==> config.mk <==
export PLATFORM = sky130hd
export DESIGN_NAME = tx_chain_dma
export DESIGN_NICKNAME = d
export VERILOG_FILES = /design/src/rtl/txdma_pkg.sv /design/src/rtl/txdma_regs.sv /design/src/rtl/txdma_fifo.sv /design/src/rtl/txdma_engine.sv /design/src/rtl/tx_chain_dma.sv
export SDC_FILE = /design/constraint.sdc
export NUM_CORES = 1
export LEC_CHECK = 0
export ABC_AREA = 0
export CAP_MARGIN = 20
export CORE_MARGIN = 2
export CORE_UTILIZATION = 40
export DETAILED_ROUTE_END_ITERATION = 12
export DONT_BUFFER_PORTS = 1
export MAX_ROUTING_LAYER = met4
export PLACE_DENSITY_LB_ADDON = 0.25
export SETUP_SLACK_MARGIN = 0.1
export SLEW_MARGIN = 20
export SYNTH_ARGS = -nofsm -noshare
export SYNTH_HDL_FRONTEND = slang
export SYNTH_HIERARCHICAL = 1
export SYNTH_SLANG_ARGS = --single-unit
==> constraint.sdc <==
create_clock -name clk -period 6.45 [get_ports clk]
set_input_delay 0.3225 -clock clk [delete_from_list [all_inputs] [get_ports clk]]
set_output_delay 0.3225 -clock clk [all_outputs]
set_load 0.05 [all_outputs]
==> src/rtl/txdma_pkg.sv <==
package txdma_pkg;

    // descriptor word fields
    localparam int OWN_BIT  = 31;
    localparam int LAST_BIT = 30;

    // register offsets
    localparam int          REG_AW     = 8;
    localparam logic [7:0]  OFS_TXEN   = 8'h10;
    localparam logic [7:0]  OFS_DMACTL = 8'h14;
    localparam logic [7:0]  OFS_BASE   = 8'h20;
    localparam logic [7:0]  OFS_STAT   = 8'hB0;
    localparam logic [7:0]  OFS_CURR   = 8'hB4;

    typedef enum logic [2:0] {
        ST_IDLE,
        ST_DESC,
        ST_DCHK,
        ST_BREQ,
        ST_BWAIT,
        ST_PUSH,
        ST_DRAIN,
        ST_WBACK
    } eng_state_t;

    typedef struct packed {
        logic       last;
        logic [7:0] data;
    } tx_byte_t;

    function automatic logic [7:0] pick_byte(input logic [31:0] w, input logic [1:0] lane);
        return w[{lane, 3'b000} +: 8];
    endfunction

endpackage

==> src/rtl/txdma_regs.sv <==
module txdma_regs
    import txdma_pkg::*;
(
    input  logic              clk,
    input  logic              rst,
    input  logic              reg_wr,
    input  logic [REG_AW-1:0] reg_addr,
    input  logic [31:0]       reg_wdata,
    output logic [31:0]       reg_rdata,
    input  logic              busy,
    input  logic              suspended,
    input  logic [31:0]       cur_desc,
    output logic              tx_en,
    output logic              dma_en,
    output logic              sf_mode,
    output logic [31:0]       base_addr,
    output logic              kick,
    output logic              base_wr
);

    always_ff @(posedge clk) begin
        if (rst) begin
            tx_en     <= 1'b0;
            dma_en    <= 1'b0;
            sf_mode   <= 1'b0;
            base_addr <= '0;
            kick      <= 1'b0;
            base_wr   <= 1'b0;
        end else begin
            kick    <= 1'b0;
            base_wr <= 1'b0;
            if (reg_wr) begin
                case (reg_addr)
                    OFS_TXEN: tx_en <= reg_wdata[31];
                    OFS_DMACTL: begin
                        dma_en  <= reg_wdata[30];
                        sf_mode <= reg_wdata[1];
                        kick    <= reg_wdata[31];
                    end
                    OFS_BASE: begin
                        base_addr <= reg_wdata;
                        base_wr   <= 1'b1;
                    end
                    default: ;
                endcase
            end
        end
    end

    always_comb begin
        case (reg_addr)
            OFS_TXEN:   reg_rdata = {tx_en, 31'b0};
            OFS_DMACTL: reg_rdata = {1'b0, dma_en, 28'b0, sf_mode, 1'b0};
            OFS_BASE:   reg_rdata = base_addr;
            OFS_STAT:   reg_rdata = {30'b0, busy, suspended};
            OFS_CURR:   reg_rdata = cur_desc;
            default:    reg_rdata = '0;
        endcase
    end

endmodule

==> src/rtl/txdma_fifo.sv <==
module txdma_fifo
    import txdma_pkg::*;
#(
    parameter int DEPTH = 32
) (
    input  logic     clk,
    input  logic     rst,
    input  logic     push,
    input  tx_byte_t push_byte,
    input  logic     pop,
    output tx_byte_t head,
    output logic     empty,
    output logic     full
);
    localparam int PW = $clog2(DEPTH);
    localparam logic [PW:0] CNT_FULL = (PW+1)'(DEPTH);

    tx_byte_t        store [DEPTH];
    logic [PW-1:0]   wr_ptr, rd_ptr;
    logic [PW:0]     cnt;

    always_ff @(posedge clk) begin
        if (rst) begin
            wr_ptr <= '0;
            rd_ptr <= '0;
            cnt    <= '0;
        end else begin
            if (push) begin
                store[wr_ptr] <= push_byte;
                wr_ptr        <= wr_ptr + 1'b1;
            end
            if (pop) rd_ptr <= rd_ptr + 1'b1;
            case ({push, pop})
                2'b10:   cnt <= cnt + 1'b1;
                2'b01:   cnt <= cnt - 1'b1;
                default: ;
            endcase
        end
    end

    assign head  = store[rd_ptr];
    assign empty = (cnt == '0);
    assign full  = (cnt == CNT_FULL);

    // the engine never pushes into a full queue
    a_r3_no_overflow: assert property (@(posedge clk) disable iff (rst)
        push |-> cnt < CNT_FULL);
    // the stream never takes a byte from an empty queue
    a_r3_no_underflow: assert property (@(posedge clk) disable iff (rst)
        pop |-> cnt != '0);

endmodule

==> src/rtl/txdma_engine.sv <==
module txdma_engine
    import txdma_pkg::*;
#(
    parameter int AW    = 12,
    parameter int LEN_W = 11
) (
    input  logic          clk,
    input  logic          rst,
    input  logic          kick,
    input  logic          dma_en,
    input  logic          base_wr,
    input  logic [31:0]   base_addr,
    output logic          mem_req,
    output logic          mem_we,
    output logic [AW-1:0] mem_addr,
    output logic [31:0]   mem_wdata,
    input  logic [31:0]   mem_rdata,
    output logic          push,
    output tx_byte_t      push_byte,
    input  logic          fifo_full,
    input  logic          fifo_empty,
    output logic          fetch_done,
    output logic          busy,
    output logic          suspended,
    output logic [31:0]   cur_desc
);
    localparam logic [LEN_W-1:0] ONE = LEN_W'(1);

    eng_state_t        state;
    logic [1:0]        cnt;
    logic              cap_vld;
    logic [1:0]        cap_idx;
    logic [31:0]       stat_w, bufp, next_p, cur_p, word_buf;
    logic [LEN_W-1:0]  len_w, rem;
    logic              last_flag, fdone, susp;

    always_comb begin
        mem_req   = 1'b0;
        mem_we    = 1'b0;
        mem_addr  = '0;
        mem_wdata = '0;
        push      = 1'b0;
        push_byte = '0;
        case (state)
            ST_DESC: begin
                mem_req  = 1'b1;
                mem_addr = cur_p[AW+1:2] + AW'(cnt);
            end
            ST_BREQ: begin
                if (rem != '0) begin
                    mem_req  = 1'b1;
                    mem_addr = bufp[AW+1:2];
                end
            end
            ST_PUSH: begin
                if (!fifo_full) begin
                    push           = 1'b1;
                    push_byte.data = pick_byte(word_buf, bufp[1:0]);
                    push_byte.last = (rem == ONE) && last_flag;
                end
            end
            ST_WBACK: begin
                mem_req   = 1'b1;
                mem_we    = 1'b1;
                mem_addr  = cur_p[AW+1:2];
                mem_wdata = stat_w & ~(32'h1 << OWN_BIT);
            end
            default: ;
        endcase
    end

    always_ff @(posedge clk) begin
        if (rst) begin
            state     <= ST_IDLE;
            cnt       <= '0;
            cap_vld   <= 1'b0;
            cap_idx   <= '0;
            stat_w    <= '0;
            len_w     <= '0;
            last_flag <= 1'b0;
            bufp      <= '0;
            next_p    <= '0;
            cur_p     <= '0;
            word_buf  <= '0;
            rem       <= '0;
            fdone     <= 1'b0;
            susp      <= 1'b0;
        end else begin
            cap_vld <= (state == ST_DESC);
            cap_idx <= cnt;
            if (cap_vld) begin
                case (cap_idx)
                    2'd0: stat_w <= mem_rdata;
                    2'd1: begin
                        len_w     <= mem_rdata[LEN_W-1:0];
                        last_flag <= mem_rdata[LAST_BIT];
                    end
                    2'd2: bufp   <= mem_rdata;
                    default: next_p <= mem_rdata;
                endcase
            end
            if (base_wr && state == ST_IDLE) cur_p <= base_addr;

            case (state)
                ST_IDLE: begin
                    if (kick && dma_en) begin
                        state <= ST_DESC;
                        cnt   <= '0;
                        susp  <= 1'b0;
                    end
                end
                ST_DESC: begin
                    cnt <= cnt + 1'b1;
                    if (cnt == 2'd3) state <= ST_DCHK;
                end
                ST_DCHK: begin
                    if (!stat_w[OWN_BIT]) begin
                        susp  <= 1'b1;
                        state <= ST_IDLE;
                    end else begin
                        rem   <= len_w;
                        fdone <= 1'b0;
                        state <= ST_BREQ;
                    end
                end
                ST_BREQ: begin
                    if (rem == '0) begin
                        fdone <= 1'b1;
                        state <= ST_DRAIN;
                    end else begin
                        state <= ST_BWAIT;
                    end
                end
                ST_BWAIT: begin
                    word_buf <= mem_rdata;
                    state    <= ST_PUSH;
                end
                ST_PUSH: begin
                    if (!fifo_full) begin
                        bufp <= bufp + 32'd1;
                        rem  <= rem - ONE;
                        if (rem == ONE) begin
                            fdone <= 1'b1;
                            state <= ST_DRAIN;
                        end else if (bufp[1:0] == 2'b11) begin
                            state <= ST_BREQ;
                        end
                    end
                end
                ST_DRAIN: begin
                    if (fifo_empty) state <= ST_WBACK;
                end
                ST_WBACK: begin
                    cur_p <= next_p;
                    cnt   <= '0;
                    state <= dma_en ? ST_DESC : ST_IDLE;
                end
                default: state <= ST_IDLE;
            endcase
        end
    end

    assign fetch_done = fdone;
    assign busy       = (state != ST_IDLE);
    assign suspended  = susp;
    assign cur_desc   = cur_p;

    // a suspended engine is parked
    a_r7_susp_parked: assert property (@(posedge clk) disable iff (rst)
        susp |-> state == ST_IDLE);
    // one status write per descriptor, never back to back
    a_r5_single_write: assert property (@(posedge clk) disable iff (rst)
        mem_we |=> !mem_we);
    // the write-back happens only after the queue has drained
    a_r5_after_drain: assert property (@(posedge clk) disable iff (rst)
        mem_we |-> fifo_empty);
    // bytes are only pushed while the frame still has bytes left
    a_r3_push_in_frame: assert property (@(posedge clk) disable iff (rst)
        push |-> rem != '0);

endmodule

==> src/rtl/tx_chain_dma.sv <==
module tx_chain_dma
    import txdma_pkg::*;
#(
    parameter int AW         = 12,
    parameter int FIFO_DEPTH = 32,
    parameter int LEN_W      = 11
) (
    input  logic          clk,
    input  logic          rst,
    input  logic          reg_wr,
    input  logic [7:0]    reg_addr,
    input  logic [31:0]   reg_wdata,
    output logic [31:0]   reg_rdata,
    output logic          mem_req,
    output logic          mem_we,
    output logic [AW-1:0] mem_addr,
    output logic [31:0]   mem_wdata,
    input  logic [31:0]   mem_rdata,
    output logic          tx_valid,
    output logic [7:0]    tx_data,
    output logic          tx_last,
    input  logic          tx_ready
);

    logic        tx_en, dma_en, sf_mode, kick, base_wr;
    logic [31:0] base_addr, cur_desc;
    logic        busy, suspended, fetch_done;
    logic        push, pop, fifo_empty, fifo_full, release_ok;
    tx_byte_t    push_byte, head;

    txdma_regs u_regs (
        .clk       (clk),
        .rst       (rst),
        .reg_wr    (reg_wr),
        .reg_addr  (reg_addr),
        .reg_wdata (reg_wdata),
        .reg_rdata (reg_rdata),
        .busy      (busy),
        .suspended (suspended),
        .cur_desc  (cur_desc),
        .tx_en     (tx_en),
        .dma_en    (dma_en),
        .sf_mode   (sf_mode),
        .base_addr (base_addr),
        .kick      (kick),
        .base_wr   (base_wr)
    );

    txdma_engine #(.AW(AW), .LEN_W(LEN_W)) u_engine (
        .clk        (clk),
        .rst        (rst),
        .kick       (kick),
        .dma_en     (dma_en),
        .base_wr    (base_wr),
        .base_addr  (base_addr),
        .mem_req    (mem_req),
        .mem_we     (mem_we),
        .mem_addr   (mem_addr),
        .mem_wdata  (mem_wdata),
        .mem_rdata  (mem_rdata),
        .push       (push),
        .push_byte  (push_byte),
        .fifo_full  (fifo_full),
        .fifo_empty (fifo_empty),
        .fetch_done (fetch_done),
        .busy       (busy),
        .suspended  (suspended),
        .cur_desc   (cur_desc)
    );

    txdma_fifo #(.DEPTH(FIFO_DEPTH)) u_fifo (
        .clk       (clk),
        .rst       (rst),
        .push      (push),
        .push_byte (push_byte),
        .pop       (pop),
        .head      (head),
        .empty     (fifo_empty),
        .full      (fifo_full)
    );

    // store-and-forward holds the frame until fully fetched (or queue full)
    assign release_ok = !sf_mode || fetch_done || fifo_full;
    assign tx_valid   = !fifo_empty && tx_en && release_ok;
    assign tx_data    = head.data;
    assign tx_last    = head.last;
    assign pop        = tx_valid && tx_ready;

    // a stalled byte is held while the transmitter stays enabled
    a_r11_hold: assert property (@(posedge clk) disable iff (rst)
        (tx_valid && !tx_ready) |=> (!tx_en || (tx_valid && $stable(tx_data) && $stable(tx_last))));
    // nothing leaves while the transmitter is off
    a_r10_gate: assert property (@(posedge clk) disable iff (rst)
        !tx_en |-> !tx_valid);
    // in store-and-forward mode no byte goes out mid-fetch of a short frame
    a_r8_hold_back: assert property (@(posedge clk) disable iff (rst)
        (sf_mode && !fifo_full && !fetch_done) |-> !tx_valid);

endmodule

* Word-level counts from Yosys, hierarchy flattened
Memories as Yosys holds them, arrays and structs flattened. A register that Yosys moved wholly into a read port is not among the register bits. Index checks and enable logic that the tools add are counted. W data, S select, Z words.
Storage, ports and cells: bits in registers 246, output and inout port bits 88, RAM bits 288, memories 1
Memory list:
- u_fifo.store | words 32, width 9, read ports 1, clocked after Yosys merged registers in 1, write ports 1, RTL line txdma_fifo.sv:18 | tx_byte_t store [DEPTH];
Operators by class: $add $sub $neg 8, shift operators 1, equal/unequal tests 29, reductions and logical operators 37, muxes and demuxes 47, bitwise gates (word level) 3
Operators by type and width (number):
- $mux W32 | 6
- $pmux W32 S5 | 1
- $pmux W12 S3 | 1
- $add A32 B1 Y32 const B | 1
- $shiftx A32 B6 Y8 | 1
- $mux W31 | 1
- $pmux W3 S8 | 1
- $mux W11 | 2
- $pmux W11 S2 | 1
- $mux W3 | 6
- $mux W9 | 2
- $eq A8 B5 Y1 const B | 2
- $eq A8 B8 Y1 const B | 2
- $mux W1 | 15
- $reduce_and A2 Y1 | 7
- $add A12 B2 Y12 | 1
- $eq A3 B3 Y1 const B | 4
- $mux W12 | 1
- $pmux W6 S2 | 1
- $eq A11 B1 Y1 const B | 1
- $logic_not A11 Y1 | 1
- $reduce_bool A11 Y1 | 1
- $sub A11 B1 Y11 const B | 1
- $add A5 B1 Y5 const B | 2
- other kinds (30) | 63

* Depth between registers and ports, before layout
Gate-level depths: netlist (run 1).
word-level depth 7, gate-level depth with buffers 18, mapped depth without buffers 12

* Hierarchy
The synthesis (run 1) kept the hierarchy.
By module, submodules not included:
- txdma_fifo | area each 12192.9 sq um, sequential area each 9068.7 sq um, cells an instance 676, instances 1
- txdma_engine | area each 8070.2 sq um, sequential area each 3503.4 sq um, cells an instance 1054, instances 1
- txdma_regs | area each 2107.0 sq um, sequential area each 740.7 sq um, cells an instance 207, instances 1
- tx_chain_dma | area each 25.0 sq um, sequential area each 0.0 sq um, cells an instance 3, instances 1

* Least setup slack after synthesis (run 1)
No wires, ideal clock.
path kind reg-to-reg, start point register u_fifo.cnt[2], end point register u_fifo.cnt[4], slack 2.691 ns, cell stages (with the launch flop) 19, period minus slack after synthesis 3.759 ns, data arrival time 3.638 ns, path buffers 6, cell sequence dfxtp_1 > clkbuf_1 > nor3_1 > and3_1 > nand4bb_1 > clkbuf_1 > inv_1 > clkbuf_1 > clkbuf_1 > clkbuf_1 > inv_1 > ha_1 > buf_2 > xor2_1 > ha_1 > a21oi_1 > a22oi_1 > a31oi_1 > mux2_2
Between the ends: elaborated cells on any way between the ends 15, those cells by class add/sub (2); eq/ne (3); mux (3); reduce/logical (7)
RTL lines:
- start, declared | RTL line txdma_fifo.sv:20 | logic [PW:0] cnt;
- start signal, assigned | RTL line txdma_fifo.sv:34 | 2'b10: cnt <= cnt + 1'b1;
- start signal, assigned | RTL line txdma_fifo.sv:35 | 2'b01: cnt <= cnt - 1'b1;
- $eq A6 B6 Y1 (*) | RTL line txdma_fifo.sv:43 | assign full = (cnt == CNT_FULL);
- named net fifo_full | RTL line tx_chain_dma.sv:28 | logic push, pop, fifo_empty, fifo_full, release_ok;
- $mux W1 (*) | RTL line txdma_engine.sv:56 | if (!fifo_full) begin
- $mux W1 (*) | RTL line txdma_engine.sv:44 | case (state)
- named net push | RTL line tx_chain_dma.sv:28
- $eq A2 B1 Y1 or $eq A2 B2 Y1 (tied branches) | RTL line txdma_fifo.sv:33 | case ({push, pop})
- $pmux W6 S2 or $reduce_bool A2 Y1 (tied branches)
The timed path passes the listed nets; every way through them passes the cells marked *. A chain may end at the register's enable or synchronous reset.

* Worst setup path in the final report (run 1)
Same ends and word-level chain as after synthesis.

==> results.py, run 1 <==
metrics = {
    "cts": {
        "cts_buffer_depth": 3,
        "cts_tree": "done",
        "clockRootBuffer": "clkbuf_16",
        "h-tree-depth": 2,
        "cts_resized": 0,
        "cts_buffers": 54,
        "clk_latency_ns": 0.62,
        "cts.sinks": 521,
        "clk_pin_slew_worst_paths_ns": 0.06,
        "post_cts_buffers": 0,
    },
    "yosys": {
        "synth.distinct_cells": 81,
        "ys_seq_area_share_pct": 59.44,
        "synth_nets": 2031,
        "synthSimpleGateAreaFrac_pct": 15.39,
        "synth_edf_count": 288,
        "syn_inst": 1940,
        "synth_top_family_by_area": "simple AND/OR/NAND/NOR gates",
        "synthMuxAreaShare_pct": 9.671,
        "synthXorXnorAreaFrac_pct": 0.5084,
        "ys.flop_type": "edfxtp_1",
        "netlist_area_um2": 22400,
        "yosys_warnings": 6,
        "synthArstFlopShare_pct": 0,
        "yosys.area_share.adder_pct": 0.8716,
        "synth-compound-area-share_pct": 10.79,
        "synth.avg_cell_area_um2": 11.54,
        "ys_ff_latch": 521,
    },
    "die": {
        "dieArea_um2": 57900,
        "die_y_um": 240.6,
        "die_w_um": 240.6,
        "coreArea_um2": 55200,
        "boundaryPins": 164,
        "start_util_pct": 40.57,
        "row_count": 86,
    },
    "drt": {
        "wirelength_um": 60720,
        "drc": 0,
        "vias_per_cell": 5.601,
        "firstDrtPassIters": 7,
        "first_iter_violations": 1367,
        "vias": 15350,
        "wire_per_inst_um": 22.16,
        "postRouteAntennaNets": 0,
    },
    "sta": {
        "final.setup.tns_ns": 0,
        "setup_viol": 0,
        "fmax_mhz": 223.4,
        "finalHoldViolCount": 0,
        "fin_crit_ns": 4.476,
        "finalMaxSlewViolations": 0,
        "rsz0062_at_grt": "no",
        "max-slew-margin-rel_pct": 31.37,
        "clock_skew_ns": 0.04955,
        "whs_ns": 0.02899,
        "worst_pin_slew_ns": 1.029,
        "finalCritPeriodShare_pct": 69.39,
    },
    "min_path": {
        "hold_path_class": "in -> reg",
    },
    "setup_path": {
        "slowest_stage": "inv_1",
        "crit_path_end_kind": "flip-flop",
        "cp.arrival_ns": 4.94,
        "path_buf_inv": 2,
        "critPathMaxStageDelay_ns": 0.86,
        "path_cells": "nor3_1 > and3_1 > nand4bb_1 > inv_1 > inv_1 > ha_1 > xor2_1 > ha_1 > a21oi_1 > a22oi_1 > a31oi_1 > mux2_2",
        "worstSetupPathType": "reg -> reg",
        "crit_fanout": 27,
        "cp_data_required_time_ns": 6.92,
        "cp-start-kind": "flip-flop",
        "critical_path.top_delay_family": "buffers and inverters",
    },
    "power": {
        "vdd_ir_drop_max_mv": 0.2154,
        "power.leakage_nw": 7.620,
        "power.density_nw_per_um2": 264.9,
    },
    "finish": {
        "fin_nets": 2035,
        "layout_common_cells": "nand2_1, edfxtp_1, dfxtp_1",
        "postLayoutCoreUtil_pct": 45.97,
        "final_common_cell": "nand2_1",
        "drive_above_1_share_pct": 9.301,
        "syn2layout_area_growth_pct": 13.30,
    },
    "grt": {
        "grt_usage_pct": 21.38,
        "grt_pass1_vias": 14990,
        "grt_max_degree": 259,
        "grt_pass1_wl_um": 90790,
        "antenna_found_initial": 3,
        "grt.overflow.total": 0,
    },
    "placed_design": {
        "io_buffers": 0,
        "routabilityCongestion": 0.8471,
        "dp_hpwl_um": 38760,
    },
    "job": {
        "max_cap_viol_count": 0,
    },
    "status": {
        "outcome": "finished clean",
    },
}
power by group:
| part | total (W) | leakage, nW | switching [W] | internal [W] |
|---|---|---|---|---|
| Clock | 0.00316 | 0.881 | 0.00133 | 0.00183 |
| Combinational | 0.0000976 | 2.55 | 0.0000560 | 0.0000416 |
| Sequential | 0.00347 | 4.18 | 0.000000631 | 0.00347 |
| Total | 0.00672 | 7.62 | 0.00138 | 0.00534 |
metrics by stage:
step                      instances  setup WS [ns]  area [µm²]  total power, W
after floorplan                1940          2.691       22400        0.003576
after global placement         2566          2.155       22810        0.003558
after detailed placement       2566          1.978       22810        0.003558
after CTS                      2737          1.933       25360        0.006793
after global routing           2740          1.482       25370        0.006920
final                          2740          1.974       25370        0.006722
metal layers:
| layer | up-vias | part of all wire (%) | global-route usage [%] |
|---|---|---|---|
| met5 | - | 0 | - |
| met1 | 7609 | 41 | 25.70 |
| met2 | 505 | 49 | 35.00 |
| li1 | 7113 | - | - |
| met3 | 120 | 7.1 | 4.815 |
| met4 | 0 | 3.6 | 8.413 |
cell type report:
class / instances / area, µm²
inverters: 16 / 60.06
well taps: 748 / 935.9
repair buffers: 87 / 845.8
fillers: 4957 / 29830
clock inverters: 26 / 300.3
clock buffers: 75 / 1531
flip-flops and latches: 521 / 13320
multi-input cells: 1264 / 8376
diodes: 3 / 7.507
sequential cells by signal (all words and copies together), names as in the netlist, named ones only:
| register | cells |
|---|---|
| u_regs/tx_en | 1 |
| u_fifo/store | 288 |
| u_engine/cap_vld | 1 |
| u_engine/next_p | 32 |
| u_engine/word_buf | 32 |
| u_engine/bufp | 14 |
| u_engine/len_w | 11 |
| u_regs/sf_mode | 1 |
| u_engine/cap_idx | 2 |
| u_regs/base_wr | 1 |
| u_engine/cnt | 2 |
| u_regs/base_addr | 32 |
| u_engine/suspended | 1 |
| u_engine/state | 3 |
| u_engine/last_flag | 1 |
| u_regs/dma_en | 1 |
| u_fifo/cnt | 6 |
| u_engine/cur_desc | 32 |
| u_engine/rem | 11 |
| u_regs/kick | 1 |
| u_fifo/wr_ptr | 5 |
| u_engine/stat_w | 32 |
| u_fifo/rd_ptr | 5 |
| u_engine/fetch_done | 1 |
repair_timing:
| action | 4_1_cts | 5_1_grt |
|---|---|---|
| endpoints found under the setup margin | 0 | 0 |
| hold endpoints to repair | 232 | 0 |
| hold buffers | 70 | 0 |
path summary, 6_finish.rpt:
| path | start | end | slack [ns] | depth (start not counted) |
|---|---|---|---|---|
| worst max-delay path | u_fifo/cnt[2]$_SDFFE_PP0P_ | u_fifo/cnt[4]$_SDFFE_PP0P_ | 1.97 | 12 |
| worst min-delay path | reg_wr | u_regs/sf_mode$_SDFFE_PP0P_ | 0.03 | 2 |
| worst min register to register | u_engine/stat_w[9]$_SDFFE_PP0P_ | u_engine/stat_w[9]$_SDFFE_PP0P_ | 0.45 | 2 |
| worst max register to register | u_fifo/cnt[2]$_SDFFE_PP0P_ | u_fifo/cnt[4]$_SDFFE_PP0P_ | 1.97 | 12 |
kinds of logic after synthesis:
kind of cell	after synthesis
fa+ha+maj	15
flops	521
simple gates	717
mux	161
compound gates	357
xor+xnor	13
buf+inv	155
other cells	1
cell usage after synthesis (10+ instances only):
master    instances  area share, %
a21oi_1         145            3.2
nor3b_1          11           0.37
nor4_1           11           0.31
nor2_1          116            1.9
mux4_2           44            4.4
nand4_1          11           0.31
and2_1           50            1.4
dfxtp_1         233             21
nand3_1          40           0.89
o21ai_0          32           0.72
xor2_1           10           0.39
nor2b_1          12           0.34
buf_1            12           0.20
inv_1            15           0.25
a221oi_1         13           0.51
clkbuf_1         87            1.5
edfxtp_1        288             39
nor3_1           17           0.38
and3_1           10           0.28
buf_2            22           0.49
ha_1             14           0.78
nand2b_1         72            2.0
a22oi_1          40            1.3
mux2i_1         114            5.1
a311oi_1         35            1.4
a22o_1           38            1.5
nand2_1         321            5.4
(Power assumes the default switching activity.)
==> run 2, diff against run 1 <==
--- a/config.mk
+++ b/config.mk
@@ -5,7 +5,7 @@
 export SDC_FILE = /design/constraint.sdc
 export NUM_CORES = 1
 export LEC_CHECK = 0
-export ABC_AREA = 0
+export ABC_AREA = 1
 export CAP_MARGIN = 20
 export CORE_MARGIN = 2
 export CORE_UTILIZATION = 40
==> constraint.sdc (replaced) <==
create_clock -name clk -period 3.8 [get_ports clk]
set_input_delay 0.19 -clock clk [delete_from_list [all_inputs] [get_ports clk]]
set_output_delay 0.19 -clock clk [all_outputs]
set_load 0.05 [all_outputs]
==> run 2 against run 1 <==
- cell area is 4.7% higher
- largest power group unchanged
- largest cell class unchanged
- hold slack worse by 0.0051 ns
- critical endpoint unchanged
- combinational power grew to 14 times the previous value
==> results.py, run 2 <==
metrics = {
    "drt": {
        "drc": 0,
        "postRouteAntennaNets": 0,
        "wire_per_inst_um": 18.38,
        "firstDrtPassIters": 6,
        "first_iter_violations": 1914,
        "vias_per_cell": 5.307,
        "wirelength_um": 65690,
        "vias": 18970,
    },
    "yosys": {
        "netlist_area_um2": 23190,
        "synth_top_area_share_pct": 37.29,
        "synth_edf_count": 288,
        "synth_nets": 2800,
        "ys_ff_latch": 521,
        "syn_inst": 2709,
        "yosys.area.top_type": "edfxtp_1",
        "yosysMostFrequentCell": "nand2_1",
        "synthArstFlopShare_pct": 0,
        "synth.avg_cell_area_um2": 8.561,
        "yosys_warnings": 6,
        "synth_common_cells": "nand2_1, nor2_1, edfxtp_1",
        "ys_seq_area_share_pct": 57.40,
        "synth.distinct_cells": 50,
        "synth_area_leaders": "edfxtp_1, dfxtp_1, nand2_1, nand3_1, nor2_1",
        "ys.flop_type": "edfxtp_1",
    },
    "sta": {
        "final.setup.tns_ns": 0,
        "worst_pin_slew_ns": 1.142,
        "finalMaxSlewViolations": 0,
        "finalCritPeriodShare_pct": 84.85,
        "whs_ns": 0.02390,
        "fin_crit_ns": 3.224,
        "clock_skew_ns": 0.03987,
        "rsz0062_at_grt": "no",
        "max-slew-margin-rel_pct": 23.56,
        "fmax_mhz": 310.1,
        "finalHoldViolCount": 0,
        "setup_viol": 0,
    },
    "cts": {
        "h-tree-depth": 2,
        "cts_resized": 0,
        "clockRootBuffer": "clkbuf_16",
        "post_cts_buffers": 0,
        "cts_buffers": 55,
        "cts_tree": "done",
        "cts_buffer_depth": 3,
        "cts.sinks": 521,
        "clk_latency_ns": 0.62,
        "clk_pin_slew_worst_paths_ns": 0.06,
    },
    "die": {
        "boundaryPins": 164,
        "die_w_um": 244.8,
        "start_util_pct": 40.35,
        "dieArea_um2": 59920,
        "coreArea_um2": 57480,
        "row_count": 88,
        "die_y_um": 244.8,
    },
    "setup_path": {
        "critPathMaxStageDelay_ns": 0.58,
        "reg2reg_from": "u_fifo/cnt[3]$_SDFFE_PP0P_",
        "r2r_slack_ns": 0.58,
        "cp.arrival_ns": 3.71,
        "crit_fanout": 8,
        "cp_data_required_time_ns": 4.29,
        "worstSetupPathType": "reg -> reg",
        "r2r_cells": 19,
        "cp-start-kind": "flip-flop",
        "slowest_stage": "nor3_1",
        "path_cells": "inv_1 > nand4_1 > nor3_1 > inv_1 > nand3_1 > nand2_1 > nor2_2 > ha_1 > inv_1 > nand2_1 > nand2_1 > inv_1 > ha_1 > o21bai_1 > nand2_1 > nand3_1 > nand3_1 > nand2_1 > inv_1",
        "crit_path_end_kind": "flip-flop",
        "r2r_end": "u_fifo/cnt[4]$_SDFFE_PP0P_",
    },
    "finish": {
        "syn2layout_area_growth_pct": 14.51,
        "drive_above_1_share_pct": 6.916,
        "largest_reg_flops": 288,
        "layout_common_cells": "nand2_1, nor2_1, edfxtp_1",
        "fin_nets": 2851,
        "top_register": "u_fifo/store",
        "final_common_cell": "nand2_1",
    },
    "min_path": {
        "hold_path_class": "in -> reg",
        "whs_path_depth": 7,
        "holdPathEnd": "u_regs/dma_en$_SDFFE_PP0P_",
        "worstHoldStart": "reg_addr[1]",
    },
    "power": {
        "power.leakage_nw": 10.08,
        "vdd_ir_drop_max_mv": 0.3509,
        "power.density_nw_per_um2": 490.2,
    },
    "grt": {
        "grt.overflow.total": 0,
        "grt_max_degree": 145,
        "grt_usage_pct": 22.26,
        "grt_pass1_vias": 17990,
        "grt_pass1_wl_um": 101900,
        "antenna_found_initial": 4,
    },
    "status": {
        "outcome": "finished clean",
    },
    "job": {
        "max_cap_viol_count": 0,
    },
    "placed_design": {
        "routabilityCongestion": 0.8868,
        "io_buffers": 0,
        "dp_hpwl_um": 41700,
    },
}
run 2: cell types whose count changed after synthesis, sizes merged, moves of 44 or more:
cell / previous run / this run
nand3: 40 / 280
inv: 15 / 221
nand2b: 72 / 0
nor2: 117 / 313
a21oi: 145 / 198
mux4: 44 / 0
buf: 51 / 101
mux2i: 114 / 1
and2: 51 / 1
nand2: 321 / 696
o21ai: 32 / 213
run 2: per-stage QoR:
| step | utilization [%] | instances | instance area, µm² | power, W | setup WS [ns] |
|---|---|---|---|---|---|
| after global placement | 41.43 | 3378 | 23810 | 0.007610 | 0.6870 |
| after CTS | 46.16 | 3569 | 26530 | 0.01309 | 0.5843 |
| after detailed placement | 41.44 | 3379 | 23820 | 0.007646 | 0.6112 |
| after floorplan | - | 2709 | 23190 | 0.007350 | 1.201 |
| after global routing | 46.21 | 3574 | 26560 | 0.01355 | 0.1972 |
| final | 46.21 | 3574 | 26560 | 0.01302 | 0.5755 |
run 2: worst max-delay path by stage:
stage	cells past startpoint	end	slack [ns]	start
6_report	19	u_fifo/cnt[4]$_SDFFE_PP0P_	0.58	u_fifo/cnt[3]$_SDFFE_PP0P_
5_1_grt	19	u_fifo/cnt[4]$_SDFFE_PP0P_	0.20	u_fifo/cnt[3]$_SDFFE_PP0P_
4_1_cts	19	u_fifo/cnt[4]$_SDFFE_PP0P_	0.58	u_fifo/cnt[3]$_SDFFE_PP0P_
3_5_place_dp	19	u_fifo/cnt[4]$_SDFFE_PP0P_	0.61	u_fifo/cnt[0]$_SDFFE_PP0P_
3_3_place_gp	19	u_fifo/cnt[4]$_SDFFE_PP0P_	0.69	u_fifo/cnt[3]$_SDFFE_PP0P_
2_1_floorplan	20	u_fifo/cnt[4]$_SDFFE_PP0P_	1.20	u_fifo/cnt[3]$_SDFFE_PP0P_
run 2: final cells by class:
| type | instances | area [µm²] |
|---|---|---|
| multi-input combinational | 1807 | 8218 |
| timing repair buffer | 147 | 1381 |
| tap | 765 | 957.2 |
| clock buffer | 84 | 1597 |
| antenna | 4 | 10.01 |
| fill | 5615 | 30920 |
| clock inverter | 18 | 211.5 |
| inverter | 228 | 865.8 |
| sequential | 521 | 13320 |
run 2: per-layer routing:
layer / up-vias / global-route usage, % / wire [µm]
li1: 9101 / - / -
met2: 633 / 35.94 / 31470
met5: - / - / 0
met1: 9115 / 29.26 / 28570
met4: 0 / 6.618 / 1645
met3: 117 / 3.007 / 4006
run 2: what timing repair did:
action / 4_1_cts / 5_1_grt
endpoints found under the setup margin: 0 / 0
hold endpoints to repair: 186 / 0
hold buffers: 88 / 0
run 2: logic make-up (layout without fill, tap and decap cells):
kind of cell / after synthesis / count (layout) / share of synthesized area [%]
simple gates: 1322 / 1322 / 23.73
flops: 521 / 521 / 57.40
compound gates: 462 / 462 / 10.40
buf+inv: 381 / 477 / 7.348
fa+ha+maj: 15 / 15 / 0.8416
xor+xnor: 6 / 6 / 0.2266
other cells: 1 / 5 / 0.01617
mux: 1 / 1 / 0.04316
run 2: worst max-delay path: cells and delay by family, from the launching register on:
family,cells,cell delay [ns]
simple gates,11,1.66
compound gates,1,0.14
flops,1,0.32
buf+inv,5,0.45
fa+ha+maj,2,0.52
run 2: where the power goes:
group          internal, W  leakage, nW  total [W]  switching [W]
clock network      0.00311        0.880    0.00536        0.00225
registers          0.00616         4.77    0.00634       0.000175
logic             0.000409         4.44    0.00132       0.000911
==> run 3, diff against run 2 <==
==> constraint.sdc (replaced) <==
create_clock -name clk -period 3.4 [get_ports clk]
set_input_delay 0.17 -clock clk [delete_from_list [all_inputs] [get_ports clk]]
set_output_delay 0.17 -clock clk [all_outputs]
set_load 0.05 [all_outputs]
==> run 3 against run 2 <==
- setup slack lost 0.15 ns
- register-to-register slack lost 0.07 ns
- via count shrank 1.3%
- count of clock-buffer cells in the layout shrank 15
- sequential share of layout area shrank 0.51 points
- clock power grew 7.3%
- final cell count grew 1.1%
- sequential power grew 12%
==> results.py, run 3 (synthesis gave the netlist of run 2 again) <==
metrics = {
    "status": {
        "outcome": "finished clean",
    },
    "setup_path": {
        "path_buf_inv": 2,
        "cp-start-kind": "flip-flop",
        "slowest_stage": "buf_4",
        "critPathMaxStageDelay_ns": 0.65,
        "cp_data_required_time_ns": 3.23,
        "crit_fanout": 72,
        "worstSetupPathType": "reg -> out",
        "reg2reg_from": "u_fifo/cnt[3]$_SDFFE_PP0P_",
        "r2r_cells": 20,
        "path_cells": "buf_4 > nand3_1 > nand3_1 > nand2_1 > nand2_1 > nand2_1 > nor2_1 > a21oi_1 > buf_4",
        "critical_path.top_delay_family": "buffers and inverters",
        "r2r_end": "u_fifo/cnt[4]$_SDFFE_PP0P_",
        "crit_path_end_kind": "output port",
        "crit_path_frequent_cell": "nand2_1",
        "cp.arrival_ns": 2.80,
        "r2r_slack_ns": 0.51,
    },
    "drt": {
        "wire_per_inst_um": 17.84,
        "vias_per_cell": 5.184,
        "drc": 0,
        "first_iter_violations": 1631,
        "vias": 18730,
        "firstDrtPassIters": 5,
        "postRouteAntennaNets": 0,
        "wirelength_um": 64440,
    },
    "sta": {
        "final.setup.tns_ns": 0,
        "finalHoldViolCount": 0,
        "fmax_mhz": 336.2,
        "finalMaxSlewViolations": 0,
        "clock_skew_ns": 0.02322,
        "worst_pin_slew_ns": 0.9417,
        "finalCritPeriodShare_pct": 87.50,
        "whs_ns": 0.03386,
        "rsz0062_at_grt": "no",
        "setup_viol": 0,
        "max-slew-margin-rel_pct": 37.15,
        "fin_crit_ns": 2.975,
    },
    "finish": {
        "layout_common_cells": "nand2_1, nor2_1, edfxtp_1",
        "fin_nets": 2893,
        "post-route-cell-area_um2": 26830,
        "drive_above_1_share_pct": 8.433,
        "syn2layout_area_growth_pct": 15.68,
        "final_common_cell": "nand2_1",
        "largest_reg_flops": 288,
        "final_cells": 3612,
        "top_register": "u_fifo/store",
    },
    "power": {
        "power.leakage_nw": 10.32,
        "finalPower_w": 0.01430,
        "vdd_ir_drop_max_mv": 0.3689,
        "power.density_nw_per_um2": 533.0,
    },
    "job": {
        "max_cap_viol_count": 0,
    },
    "grt": {
        "grt_pass1_vias": 17960,
        "grt.overflow.total": 0,
        "antenna_found_initial": 1,
        "grt_max_degree": 145,
        "grt_usage_pct": 21.93,
        "grt_pass1_wl_um": 101200,
    },
    "placed_design": {
        "routabilityCongestion": 0.8702,
        "place_area_um2": 24200,
        "io_buffers": 0,
        "dp_hpwl_um": 40900,
        "dp.cells": 3424,
    },
    "cts": {
        "clk_pin_slew_worst_paths_ns": 0.06,
        "cts_tree": "done",
        "h-tree-depth": 2,
        "cts_buffer_depth": 3,
        "cts.sinks": 521,
        "cts_buffers": 54,
        "cts.hold.buffers_added": 85,
        "clockRootBuffer": "clkbuf_16",
        "post_cts_buffers": 0,
        "cts_resized": 0,
        "clk_latency_ns": 0.61,
    },
    "die": {
        "dieArea_um2": 59920,
        "row_count": 88,
        "start_util_pct": 40.35,
        "die_w_um": 244.8,
        "coreArea_um2": 57480,
        "boundaryPins": 164,
        "die_y_um": 244.8,
    },
    "min_path": {
        "worstHoldStart": "rst",
        "hold_path_class": "in -> reg",
        "holdPathEnd": "u_engine/bufp[6]$_SDFF_PP0_",
        "whs_path_depth": 4,
    },
}
-- run 3: changes by cell type in the layout (fill, tap and decap cells not counted), sizes merged, moves of 2 or more --
cell         change
clkbuf          -15
clkinvlp         +2
buf             +45
dlygate4sd3      -2
clkinv          +16
inv              -4
diode            -3
-- run 3: routing by layer --
metal / GRT usage (%) / share of wire, % / up-vias
li1: - / - / 9175
met1: 29.49 / 45 / 8943
met4: 5.524 / 2.1 / 0
met5: - / 0 / -
met2: 34.85 / 47 / 517
met3: 3.280 / 5.8 / 90
-- run 3: cell type report --
class | count | area [µm²]
well taps | 765 | 957.2
fillers | 5492 | 30650
clock buffers | 69 | 1480
clock inverters | 31 | 235.2
flip-flops and latches | 521 | 13320
repair buffers | 190 | 1757
inverters | 228 | 865.8
multi-input cells | 1807 | 8213
diodes | 1 | 2.502
-- run 3: how the worst max path moves through the flow --
stage,start,to,slack (ns),depth (start not counted)
after global placement,u_fifo/cnt[3]$_SDFFE_PP0P_,u_fifo/cnt[4]$_SDFFE_PP0P_,0.58,20
after detailed placement,u_fifo/cnt[3]$_SDFFE_PP0P_,u_fifo/cnt[4]$_SDFFE_PP0P_,0.56,20
after floorplan,u_fifo/cnt[3]$_SDFFE_PP0P_,u_fifo/cnt[4]$_SDFFE_PP0P_,0.80,20
after global routing,u_fifo/cnt[1]$_SDFFE_PP0P_,u_fifo/cnt[4]$_SDFFE_PP0P_,0.22,20
final,flip-flop,tx_data[2],0.43,9
after CTS,flip-flop,tx_data[7],0.41,9
-- run 3: stage by stage --
stage                     setup slack, ns  utilization [%]
after floorplan                    0.8009                -
after global placement             0.5780            42.11
after detailed placement           0.5618            42.11
after CTS                          0.4063            46.61
after global routing               0.2177            46.68
final                              0.4252            46.68
-- run 3: power breakdown --
group          leakage (nW)  switching [W]  internal [W]
Clock                 0.841        0.00252       0.00323
Combinational          4.71        0.00100      0.000460
Sequential             4.77       0.000198       0.00689
Total                  10.3        0.00372        0.0106
-- run 3: worst reg2reg max path, cell delays in order (launching register included) --
cell and delay [ns]:
dfxtp_1 0.32, inv_1 0.11, nand4_1 0.15, nor3_1 0.17
buf_4 0.18, inv_1 0.04, nand3_1 0.06, nand2_1 0.08
nor2_2 0.25, ha_1 0.40, inv_1 0.15, nand2_1 0.09
nand2_1 0.08, inv_1 0.06, ha_1 0.12, o21bai_1 0.14
nand2_1 0.11, nand3_1 0.09, nand3_1 0.08, nand2_1 0.06
inv_1 0.03
